===== src/rtl/intc_pkg.sv =====
package intc_pkg;
  localparam int DATA_W = 32;
  localparam int ADDR_W = 8;
  localparam int PRIO_W = 5;

  localparam logic [ADDR_W-1:0] OFF_PEND     = 8'h00;
  localparam logic [ADDR_W-1:0] OFF_MASK     = 8'h04;
  localparam logic [ADDR_W-1:0] OFF_SWI      = 8'h0C;
  localparam logic [ADDR_W-1:0] OFF_IRQ_CODE = 8'h10;
  localparam logic [ADDR_W-1:0] OFF_FIQ_CODE = 8'h14;
  localparam logic [ADDR_W-1:0] OFF_CTRL     = 8'h18;
  localparam int                OFF_CFG      = 'h1C;

  // configuration word layout: priority above level select above routing
  function automatic logic [DATA_W-1:0] cfg_pack(logic [PRIO_W-1:0] prio,
                                                 logic lvl, logic fast);
    return {{(DATA_W-PRIO_W-2){1'b0}}, prio, lvl, fast};
  endfunction

  function automatic logic [PRIO_W-1:0] cfg_prio(logic [DATA_W-1:0] w);
    return w[PRIO_W+1:2];
  endfunction
endpackage


===== src/rtl/intc_capture.sv =====
module intc_capture
  import intc_pkg::*;
#(
  parameter int N    = 32,
  parameter int SYNC = 2
) (
  input  logic         clk,
  input  logic         rst_n,
  input  logic [N-1:0] line_in,
  input  logic [N-1:0] lvl,
  input  logic         pend_we,
  input  logic [N-1:0] pend_wval,
  input  logic [N-1:0] swi_set,
  input  logic [N-1:0] ack_vec,
  output logic [N-1:0] pend,
  output logic [N-1:0] swi
);
  logic [SYNC-1:0][N-1:0] sync_q;
  logic [N-1:0] prev_q, pend_q, swi_q;
  logic [N-1:0] samp, rise, wr_zero, swi_clr, swi_d, edge_d, pend_d;

  assign samp = sync_q[SYNC-1];

  always_comb begin
    rise    = samp & ~prev_q;
    wr_zero = pend_we ? ~pend_wval : '0;
    swi_clr = wr_zero | (ack_vec & ~lvl);
    swi_d   = (swi_q & ~swi_clr) | swi_set;
    edge_d  = (pend_q & ~(wr_zero | ack_vec)) | rise | swi_set;
    pend_d  = (lvl & (samp | swi_d)) | (~lvl & edge_d);
  end

  always_ff @(posedge clk or negedge rst_n) begin
    if (!rst_n) begin
      sync_q <= '0;
      prev_q <= '0;
      pend_q <= '0;
      swi_q  <= '0;
    end else begin
      sync_q[0] <= line_in;
      for (int k = 1; k < SYNC; k++) sync_q[k] <= sync_q[k-1];
      prev_q <= samp;
      pend_q <= pend_d;
      swi_q  <= swi_d;
    end
  end

  assign pend = pend_q;
  assign swi  = swi_q;
endmodule


===== src/rtl/intc_cfg.sv =====
module intc_cfg
  import intc_pkg::*;
#(
  parameter int N  = 32,
  parameter int IW = $clog2(N)
) (
  input  logic                clk,
  input  logic                rst_n,
  input  logic                cfg_we,
  input  logic [IW-1:0]       cfg_idx,
  input  logic                mask_we,
  input  logic [DATA_W-1:0]   wdata,
  output logic [N-1:0]        mask,
  output logic [N-1:0]        lvl,
  output logic [N-1:0]        fast,
  output logic [N*PRIO_W-1:0] prio_flat,
  output logic [DATA_W-1:0]   cfg_word
);
  logic [PRIO_W-1:0] prio_arr [N];
  logic [N-1:0]      mask_q;

  for (genvar g = 0; g < N; g++) begin : g_line
    logic [PRIO_W-1:0] prio_r;
    logic              lvl_r, fast_r;
    always_ff @(posedge clk or negedge rst_n) begin
      if (!rst_n) begin
        prio_r <= '0;
        lvl_r  <= 1'b0;
        fast_r <= 1'b0;
      end else if (cfg_we && cfg_idx == IW'(g)) begin
        prio_r <= cfg_prio(wdata);
        lvl_r  <= wdata[1];
        fast_r <= wdata[0];
      end
    end
    assign prio_arr[g] = prio_r;
    assign lvl[g]      = lvl_r;
    assign fast[g]     = fast_r;
    assign prio_flat[g*PRIO_W +: PRIO_W] = prio_r;
  end

  always_ff @(posedge clk or negedge rst_n) begin
    if (!rst_n)       mask_q <= '1;
    else if (mask_we) mask_q <= wdata[N-1:0];
  end

  assign mask     = mask_q;
  assign cfg_word = cfg_pack(prio_arr[cfg_idx], lvl[cfg_idx], fast[cfg_idx]);
endmodule


===== src/rtl/intc_agree.sv =====
module intc_agree (
  input  logic clk,
  input  logic rst_n,
  input  logic cand_any,
  input  logic rearm,
  output logic out
);
  logic armed_q, out_q;

  always_ff @(posedge clk or negedge rst_n) begin
    if (!rst_n) begin
      armed_q <= 1'b1;
      out_q   <= 1'b0;
    end else if (rearm) begin
      armed_q <= 1'b1;
      out_q   <= 1'b0;
    end else if (armed_q && cand_any) begin
      armed_q <= 1'b0;
      out_q   <= 1'b1;
    end
  end

  assign out = out_q;
endmodule


===== src/rtl/intc_bank.sv =====
module intc_bank
  import intc_pkg::*;
#(
  parameter int N    = 32,
  parameter int SYNC = 2
) (
  input  logic                clk,
  input  logic                rst_n,
  input  logic [N-1:0]        line_in,
  input  logic                wr_en,
  input  logic                rd_en,
  input  logic [ADDR_W-1:0]   addr,
  input  logic [DATA_W-1:0]   wdata,
  output logic [DATA_W-1:0]   rdata,
  input  logic [$clog2(N)-1:0] irq_code,
  input  logic [$clog2(N)-1:0] fiq_code,
  output logic [N-1:0]        irq_cand,
  output logic [N-1:0]        fiq_cand,
  output logic [N*PRIO_W-1:0] prio_flat,
  output logic                irq_o,
  output logic                fiq_o
);
  localparam int IW = $clog2(N);

  function automatic logic [N-1:0] line_sel(logic [IW-1:0] code);
    logic [N-1:0] v;
    for (int i = 0; i < N; i++) v[i] = (code == IW'(i));
    return v;
  endfunction

  logic          cfg_hit, irq_ack, fiq_ack, rearm_irq, rearm_fiq;
  logic [IW-1:0] cfg_idx;
  logic [N-1:0]  ack_vec, swi_set, pend_q, swi_q, mask_q, lvl_q, fast_q;
  logic [DATA_W-1:0] cfg_word;

  assign cfg_hit = int'(addr) >= OFF_CFG && int'(addr) < OFF_CFG + 4*N &&
                   addr[1:0] == 2'b00;
  assign cfg_idx = IW'((int'(addr) - OFF_CFG) >> 2);
  assign irq_ack = rd_en && addr == OFF_IRQ_CODE;
  assign fiq_ack = rd_en && addr == OFF_FIQ_CODE;
  assign ack_vec = (irq_ack ? line_sel(irq_code) : '0) |
                   (fiq_ack ? line_sel(fiq_code) : '0);
  assign swi_set = (wr_en && addr == OFF_SWI) ? wdata[N-1:0] : '0;
  assign rearm_irq = wr_en && addr == OFF_CTRL && wdata[0];
  assign rearm_fiq = wr_en && addr == OFF_CTRL && wdata[1];

  intc_capture #(.N(N), .SYNC(SYNC)) u_cap (
    .clk(clk), .rst_n(rst_n), .line_in(line_in), .lvl(lvl_q),
    .pend_we(wr_en && addr == OFF_PEND), .pend_wval(wdata[N-1:0]),
    .swi_set(swi_set), .ack_vec(ack_vec), .pend(pend_q), .swi(swi_q)
  );

  intc_cfg #(.N(N)) u_cfg (
    .clk(clk), .rst_n(rst_n), .cfg_we(wr_en && cfg_hit), .cfg_idx(cfg_idx),
    .mask_we(wr_en && addr == OFF_MASK), .wdata(wdata), .mask(mask_q),
    .lvl(lvl_q), .fast(fast_q), .prio_flat(prio_flat), .cfg_word(cfg_word)
  );

  assign irq_cand = pend_q & ~mask_q & ~fast_q;
  assign fiq_cand = pend_q & ~mask_q & fast_q;

  intc_agree u_agr_irq (
    .clk(clk), .rst_n(rst_n), .cand_any(|irq_cand), .rearm(rearm_irq), .out(irq_o)
  );
  intc_agree u_agr_fiq (
    .clk(clk), .rst_n(rst_n), .cand_any(|fiq_cand), .rearm(rearm_fiq), .out(fiq_o)
  );

  always_comb begin
    rdata = '0;
    if (cfg_hit) rdata = cfg_word;
    else begin
      case (addr)
        OFF_PEND:     rdata = DATA_W'(pend_q);
        OFF_MASK:     rdata = DATA_W'(mask_q);
        OFF_SWI:      rdata = DATA_W'(swi_q);
        OFF_IRQ_CODE: rdata = DATA_W'(irq_code);
        OFF_FIQ_CODE: rdata = DATA_W'(fiq_code);
        default:      rdata = '0;
      endcase
    end
  end
endmodule


===== config.mk =====
export PLATFORM = sky130hd
export DESIGN_NAME = intc_bank
export DESIGN_NICKNAME = d
export VERILOG_FILES = /design/src/rtl/intc_pkg.sv /design/src/rtl/intc_capture.sv /design/src/rtl/intc_cfg.sv /design/src/rtl/intc_agree.sv /design/src/rtl/intc_bank.sv
export SDC_FILE = /design/constraint.sdc
export NUM_CORES = 1
export LEC_CHECK = 0
export BUFFER_PORTS_ARGS = -buffer_cell sky130_fd_sc_hd__buf_2
export CORE_ASPECT_RATIO = 0.8
export CORE_MARGIN = 2
export CORE_UTILIZATION = 57
export DETAILED_ROUTE_END_ITERATION = 10
export GPL_TIMING_DRIVEN = 0
export PLACE_DENSITY = 0.81
export SLEW_MARGIN = 10
export SYNTH_ARGS = -nofsm -noshare
export SYNTH_HDL_FRONTEND = slang
export SYNTH_SLANG_ARGS = --single-unit
export TNS_END_PERCENT = 30

===== constraint.sdc =====
create_clock -name clk -period 3.1 [get_ports clk]
set_input_delay 0.155 -clock clk [delete_from_list [all_inputs] [get_ports clk]]
set_output_delay 0.155 -clock clk [all_outputs]
set_load 0.005 [all_outputs]

==> run summary, run 1 <==
net count after synthesis: 1691
internal power contribution: 0.009690 W
detailed router's first-iteration violation count: 2697
total power of the final layout: 0.01329 W
Setup violations, final: 1
summed instance area of the synthesized netlist: 20100 um2
vias in the first global route: 16980
1st-pass router iterations: 9
top-level port count: 344
overflow left after global routing: 0
post-route DRC violation count: 0
Total Neg Setup Slack: -0.02868 ns
Worst Reg2Reg Path Length in Cells: 6
total power per unit cell area: 539.6 nW/um2
core region area: 34730 um2
fin nets: 2128
Post-Synthesis Mean Instance Area: 12.55 um2
sum of net half-perimeters after detailed placement: 54.82 mm
post-route setup slack: -0.02868 ns
initial antenna violation count: 6
synth unique cells: 67
number of nets with antenna violations after detailed routing: 0
detail-routed via count per cell: 6.811
dominant combinational cell family by area after synthesis: multiplexers
commonest non-fill, non-tap cell in the layout: sky130_fd_sc_hd__dfrtp_1
RSZ-0062 raised after global routing: true
area overhead of the layout relative to synthesis: 22.52%
Fillers: 2367
Synth Warn #: 0
clock latency at the later pin of the worst-skew pair: 0.58 ns
slew margin rel.: 14.87%
synthesized instance count: 1601
number of hold violations in the final report: 0
TritonCTS clock tree: done
GR Util All Layers: 40.76%
critical path launch point type: input port
leading register cell type out of synthesis: sky130_fd_sc_hd__dfrtp_1
die outline area: 36790 um2
compound-gate portion of the synthesized area: 12.48%
fraction of power consumed by combinational cells: 13.2%
max-slew violations: 0
path type of the worst min-delay path: input port to async pin
share of synthesized cell area in and, or, nand and nor gates: 9.997%
Max Fclk: 319.6 MHz
maximum number of pins on one net before global-route repair: 116
share of layout cells above drive strength 1: 39.25%
# Max-Cap Violations: 0
library cell used as clock root buffer: sky130_fd_sc_hd__clkbuf_16
number of enable flip-flop cells after synthesis: 0
horizontal die dimension: 214.0 um
post-route clock skew: 0.01532 ns
register bit count reported by yosys: 420
Critical Path, Cell by Cell: buf_2 -> ha_1 -> buf_2 -> buf_1 -> inv_1 -> a32oi_1 -> inv_1 -> a221oi_1 -> o31ai_2 -> buf_2
Worst setup EP type: output pin
level count of the clock H-tree: 2
total vias in the final route: 17342
maximum buffer depth of the clock tree: 3
longest individual stage delay on the worst path: 0.72 ns
portion of netlist area occupied by mux cells: 20.75%
Die Y: 172.0 um
total clock buffers created by CTS: 42
Clk pwr share: 40.5%
CP Data Required Time: 2.94 ns
adder-cell area share of the yosys netlist: 0.2490%
xor and xnor area share after synthesis: 0.2552%
number of clock sinks: 420
Final Routed Wirelength: 75.96 mm
crit-path max FO: 10
result of the run: complete, but fails checks
Setup CP Type: input port to output pin
CP max-delay cell: sky130_fd_sc_hd__a32oi_1
Net Sw Power: 0.003600 W
number of cells in the design after placement: 2408
Static Leak: 12.21 nW
most frequent cells in the layout: sky130_fd_sc_hd__dfrtp_1, sky130_fd_sc_hd__buf_2, sky130_fd_sc_hd__mux2_2
sequential share of the synthesized area: 52.50%
data arrival time of the critical path: 2.97 ns
post-CTS setup-driven buffer insertion count: 0
failing checks: negative setup slack
average detailed-routed wire length per instance: 29.84 um
part of the cycle the worst path needs: 100.9%
measured slew at the worst slew-check pin: 1.270 ns
shortest period the worst path allows: 3.129 ns
cell row count: 61
share of synthesized flip-flops with an asynchronous set or reset: 100.0%
Critical Path Most Common Cell: sky130_fd_sc_hd__buf_2
starting utilization of the core area: 57.88%
count of buffers inserted at the top-level ports: 331
clock input transition at the sequential cells of the worst setup and hold paths: 0.06 ns
RD Place Congestion: 1.005
switching power share of the total: 27.09%
first-pass GRT wire length: 110.5 mm
non-filler instance count after layout: 2546
worst IR drop on VDD: 0.4204 mV
sequential share of power: 46.4%
final timing paths:
kind	start	to	slack, ns
hold reg to reg	u_cap.sync_q[22]	u_cap.samp[22]	0.35
setup reg to reg	u_cfg.g_line[30].fast_r	u_agr_fiq.out	0.74
setup / recovery	addr[3]	rdata[1]	-0.03
max in group asynchronous	rst_n	u_cfg.g_line[17].prio_r[2]	1.60
min in group clk	wdata[1]	u_cfg.g_line[19].lvl_r	0.11
hold / removal	rst_n	u_cap.sync_q[31]	0.09
state kept, by name, summed over array words and instances, names as in the netlist, 32 cells and up:
signal,count
u_cfg.g_line.prio_r,160
u_cap.pend,32
u_cap.prev_q,32
u_cap.samp,32
u_cap.swi,32
u_cap.sync_q,32
u_cfg.g_line.fast_r,32
u_cfg.g_line.lvl_r,32
u_cfg.mask,32
power groups by stage:
stage | clock network, W | logic [W] | registers [W]
2_1_floorplan | 0 | 0.000839 | 0.00611
3_3_place_gp | 0 | 0.00156 | 0.00621
3_5_place_dp | 0 | 0.00161 | 0.00622
4_1_cts | 0.00537 | 0.00170 | 0.00614
5_1_grt | 0.00561 | 0.00186 | 0.00618
6_report | 0.00538 | 0.00175 | 0.00616
per-layer routing:
| metal | up-vias | global-route usage (%) | routed length (um) |
|---|---|---|---|
| li1 | 6937 | - | - |
| met1 | 8778 | 56.85 | 29490 |
| met2 | 1387 | 59.74 | 32840 |
| met3 | 236 | 13.42 | 10710 |
| met4 | 4 | 15.45 | 2894 |
| met5 | - | 0 | 25 |
cell usage after synthesis, types with 15 or more instances:
cell | count | area, um2
sky130_fd_sc_hd__dfstp_2 | 34 | 893.4
sky130_fd_sc_hd__nand2_1 | 74 | 277.8
sky130_fd_sc_hd__nor2_1 | 54 | 202.7
sky130_fd_sc_hd__dfrtp_1 | 386 | 9659
sky130_fd_sc_hd__a22oi_1 | 28 | 210.2
sky130_fd_sc_hd__inv_1 | 95 | 356.6
sky130_fd_sc_hd__nor4_1 | 20 | 125.1
sky130_fd_sc_hd__mux4_2 | 55 | 1239
sky130_fd_sc_hd__nor2b_1 | 15 | 93.84
sky130_fd_sc_hd__o21ai_0 | 38 | 190.2
sky130_fd_sc_hd__clkbuf_1 | 69 | 259.0
sky130_fd_sc_hd__a21oi_1 | 29 | 145.1
sky130_fd_sc_hd__o211ai_1 | 25 | 187.7
sky130_fd_sc_hd__a222oi_1 | 31 | 310.3
sky130_fd_sc_hd__nor3b_1 | 32 | 240.2
sky130_fd_sc_hd__nand3_1 | 24 | 120.1
sky130_fd_sc_hd__o21ai_1 | 27 | 135.1
sky130_fd_sc_hd__o2bb2a_1 | 21 | 210.2
sky130_fd_sc_hd__a221oi_1 | 28 | 245.2
sky130_fd_sc_hd__and3b_1 | 32 | 280.3
sky130_fd_sc_hd__a21o_1 | 25 | 187.7
sky130_fd_sc_hd__a32oi_1 | 42 | 367.9
sky130_fd_sc_hd__mux2_2 | 255 | 2872
cell families (layout without fill, tap and decap cells):
kind of cell               count (synthesis)  count (layout)
DFF                                      420             420
and+or+nand+nor                          331             331
adders and majority gates                  4               4
muxes                                    316             316
buffers and inverters                    193             661
AOI/OAI and AO/OA                        332             332
other                                      0               5
xor gates and xnor gates                   5               5
critical path, delay by kind of cell:
family | cells | cell delay (ns)
fa+ha+maj | 1 | 0.16
buf+inv | 6 | 1.36
compound gates | 3 | 1.30
area by class of cell:
cell class                 count  area, um2  share of cell area, %
tap                          472      590.6                  2.398
sequential                   420      10550                  42.85
clock buffer                  63       1311                  5.324
buffer                        98      469.2                  1.905
timing repair buffer         393       2357                  9.572
multi-input combinational    988       8843                  35.91
inverter                      95      356.6                  1.448
clock inverter                12      133.9                 0.5436
antenna                        5      12.51                0.05081
stage by stage:
step | util, % | worst slack [ns] | hold slack (ns) | instance area [um2]
detailed placement | 64.70 | -1.492 | 0.1064 | 22470
global route | 70.90 | -0.03530 | 0.1348 | 24620
CTS | 70.81 | 0.008743 | 0.1127 | 24590
floorplan | - | 0.4540 | -0.1406 | 20100
global placement | 64.35 | -6.239 | 0.2633 | 22350
finish | 70.92 | -0.02868 | 0.08902 | 24630
timing repair:
action / 4_1_cts / 5_1_grt
endpoints found under the hold margin: 227 / 0
pin swaps: 1 / 0
resized for setup: 28 / 7
hold buffers: 58 / 0
setup endpoints to repair: 52 / 22
Note: power is estimated with default switching activity, not from simulation.
==> run 2, diff against run 1 <==
CELL_PAD_IN_SITES_DETAIL_PLACEMENT = 1   (was unset)
CELL_PAD_IN_SITES_GLOBAL_PLACEMENT = 1   (was unset)
CORE_UTILIZATION = 46   (was 57)
PLACE_DENSITY = unset   (was 0.81)
PLACE_DENSITY_LB_ADDON = 0.1   (was unset)
==> run summary, run 2 (synthesis gave the netlist of run 1 again) <==
maximum number of pins on one net before global-route repair: 106 (was 116)
count of buffers inserted at the top-level ports: 331 (unchanged)
library cell used as clock root buffer: sky130_fd_sc_hd__clkbuf_16 (unchanged)
Setup violations, final: 0 (was 1)
Critical Path, Cell by Cell: buf_2 -> buf_4 -> clkdlybuf4s15_2 -> clkbuf_1 -> mux2i_4 -> o211ai_1 -> a21bo_2 -> buf_2 (was buf_2 -> ha_1 -> buf_2 -> buf_1 -> inv_1 -> a32oi_1 -> inv_1 -> a221oi_1 -> o31ai_2 -> buf_2)
overflow left after global routing: 0 (unchanged)
Static Leak: 12.25 nW (was 12.21 nW)
post-route DRC violation count: 0 (unchanged)
die outline area: 45400 um2 (was 36790 um2)
Final Routed Wirelength: 82.52 mm (was 75.96 mm)
Worst setup EP type: output pin (unchanged)
result of the run: completed (was complete, but fails checks)
Fillers: 4487 (was 2367)
Critical Path Most Common Cell: sky130_fd_sc_hd__buf_2 (unchanged)
worst hold slack across all endpoints: 0.1151 ns (was 0.08902 ns)
Die Y: 191.0 um (was 172.0 um)
Top reg by flops: u_cfg.g_line.prio_r (unchanged)
total clock buffers created by CTS: 45 (was 42)
Crit path max-delay family: buffers and inverters (unchanged)
total power per unit cell area: 543.4 nW/um2 (was 539.6 nW/um2)
top-level port count: 344 (unchanged)
initial antenna violation count: 6 (unchanged)
commonest non-fill, non-tap cell in the layout: sky130_fd_sc_hd__dfrtp_1 (unchanged)
data arrival time of the critical path: 2.93 ns (was 2.97 ns)
total power of the final layout: 0.01350 W (was 0.01329 W)
most frequent cells in the layout: sky130_fd_sc_hd__dfrtp_1, sky130_fd_sc_hd__buf_2, sky130_fd_sc_hd__mux2_2 (unchanged)
number of hold violations in the final report: 0 (unchanged)
buffers plus inverters on the worst setup path: 5 (was 6)
post-route clock skew: 0.01905 ns (was 0.01532 ns)
max-slew violations: 0 (unchanged)
maximum buffer depth of the clock tree: 3 (unchanged)
horizontal die dimension: 237.7 um (was 214.0 um)
total vias in the final route: 17024 (was 17342)
share of layout cells above drive strength 1: 39.34% (was 39.25%)
CP Data Required Time: 2.94 ns (about the same)
TritonCTS clock tree: done (unchanged)
Setup CP Type: input port to output pin (unchanged)
average detailed-routed wire length per instance: 31.22 um (was 29.84 um)
cell row count: 68 (was 61)
# Max-Cap Violations: 0 (unchanged)
path type of the worst min-delay path: input port to register (was input port to async pin)
1st-pass router iterations: 7 (was 9)
clock latency at the later pin of the worst-skew pair: 0.58 ns (about the same)
starting utilization of the core area: 46.60% (was 57.88%)
clock input transition at the sequential cells of the worst setup and hold paths: 0.06 ns (about the same)
vias in the first global route: 17351 (was 16980)
part of the cycle the worst path needs: 99.43% (was 100.9%)
number of nets with antenna violations after detailed routing: 0 (unchanged)
sum of net half-perimeters after detailed placement: 60.53 mm (was 54.82 mm)
longest individual stage delay on the worst path: 0.81 ns (was 0.72 ns)
fin nets: 2135 (was 2128)
Max Fclk: 324.4 MHz (was 319.6 MHz)
area overhead of the layout relative to synthesis: 23.57% (was 22.52%)
final core utilization: 57.58% (was 70.92%)
slew margin rel.: 16.98% (was 14.87%)
shortest period the worst path allows: 3.082 ns (was 3.129 ns)
crit-path max FO: 10 (unchanged)
CP max-delay cell: sky130_fd_sc_hd__clkbuf_1 (was sky130_fd_sc_hd__a32oi_1)
critical path launch point type: input port (unchanged)
number of clock sinks: 420 (unchanged)
RD Place Congestion: 0.9723 (was 1.005)
GR Util All Layers: 36.31% (was 40.76%)
level count of the clock H-tree: 2 (unchanged)
worst IR drop on VDD: 0.4811 mV (was 0.4204 mV)
detailed router's first-iteration violation count: 1729 (was 2697)
number of flip-flops in the largest register: 160 (unchanged)
measured slew at the worst slew-check pin: 1.245 ns (was 1.270 ns)
detail-routed via count per cell: 6.441 (was 6.811)
first-pass GRT wire length: 120.1 mm (was 110.5 mm)
core region area: 43140 um2 (was 34730 um2)
[run 2: cell types whose count changed in the layout (fill, tap and decap cells not counted), moves of 3 or more]
cell                        delta
sky130_fd_sc_hd__diode_2       -4
sky130_fd_sc_hd__clkbuf_16     +3
sky130_fd_sc_hd__clkinv_2      +3
sky130_fd_sc_hd__clkbuf_8     -12
sky130_fd_sc_hd__clkbuf_1      +8
sky130_fd_sc_hd__buf_4         +3
sky130_fd_sc_hd__clkbuf_2      +3
[run 2: layout make-up]
cell class              instances  area [um2]  area share (%)
multi-input cells             988        8870           35.71
plain buffers                  98       479.2           1.929
inverters                      95       356.6           1.436
clock inverters                18       203.9          0.8211
flip-flops and latches        420       10550           42.48
clock buffers                  66        1286           5.178
repair buffers                397        2387           9.611
diodes                          1       2.502         0.01007
well taps                     560       700.7           2.821
[run 2: path summary, 6_finish.rpt]
check / from / endpoint / slack [ns] / cells past startpoint
hold reg to reg: u_cap.sync_q[15] / u_cap.samp[15] / 0.34 / 0
setup reg to reg: u_cfg.g_line[30].fast_r / u_agr_irq.out / 0.79 / 6
hold / removal: wdata[1] / u_cfg.g_line[12].lvl_r / 0.12 / 2
setup / recovery: addr[2] / rdata[6] / 0.02 / 8
min in group asynchronous: rst_n / u_cap.sync_q[31] / 0.17 / 2
max in group asynchronous: rst_n / u_cfg.mask[3] / 1.57 / 4
[run 2: metrics by stage]
stage | setup TNS [ns] | instances | setup slack (ns) | area (um2)
finish | 0 | 2643 | 0.01753 | 24840
detailed placement | -81.02 | 2496 | -1.480 | 22580
global placement | -2731.59 | 2492 | -6.622 | 22460
global route | -0.04171 | 2642 | -0.01470 | 24840
floorplan | 0 | 1601 | 0.4540 | 20100
CTS | 0 | 2638 | 0.006106 | 24760
[run 2: report_power, final]
group | switching, W | total [W] | leakage [nW] | internal, W
Combinational | 0.00100 | 0.00179 | 6.19 | 0.000788
Sequential | 0.000350 | 0.00616 | 5.33 | 0.00581
Clock | 0.00239 | 0.00554 | 0.729 | 0.00316
[run 2: metal layers]
metal / up-vias / share of wire [%] / GRT usage [%]
met5: - / 0.035 / 0
met3: 138 / 9.6 / 8.477
met1: 9082 / 43 / 52.11
met2: 860 / 45 / 55.72
met4: 4 / 2.4 / 9.410
li1: 6940 / - / -
[run 2: what timing repair did]
| item | in CTS | in global routing |
|---|---|---|
| setup buffers | 0 | 4 |
| endpoints found under the setup margin | 76 | 17 |
| endpoints found under the hold margin | 177 | 0 |
| cloned | 0 | 0 |
| hold buffers | 58 | 0 |
| resized for setup | 36 | 11 |
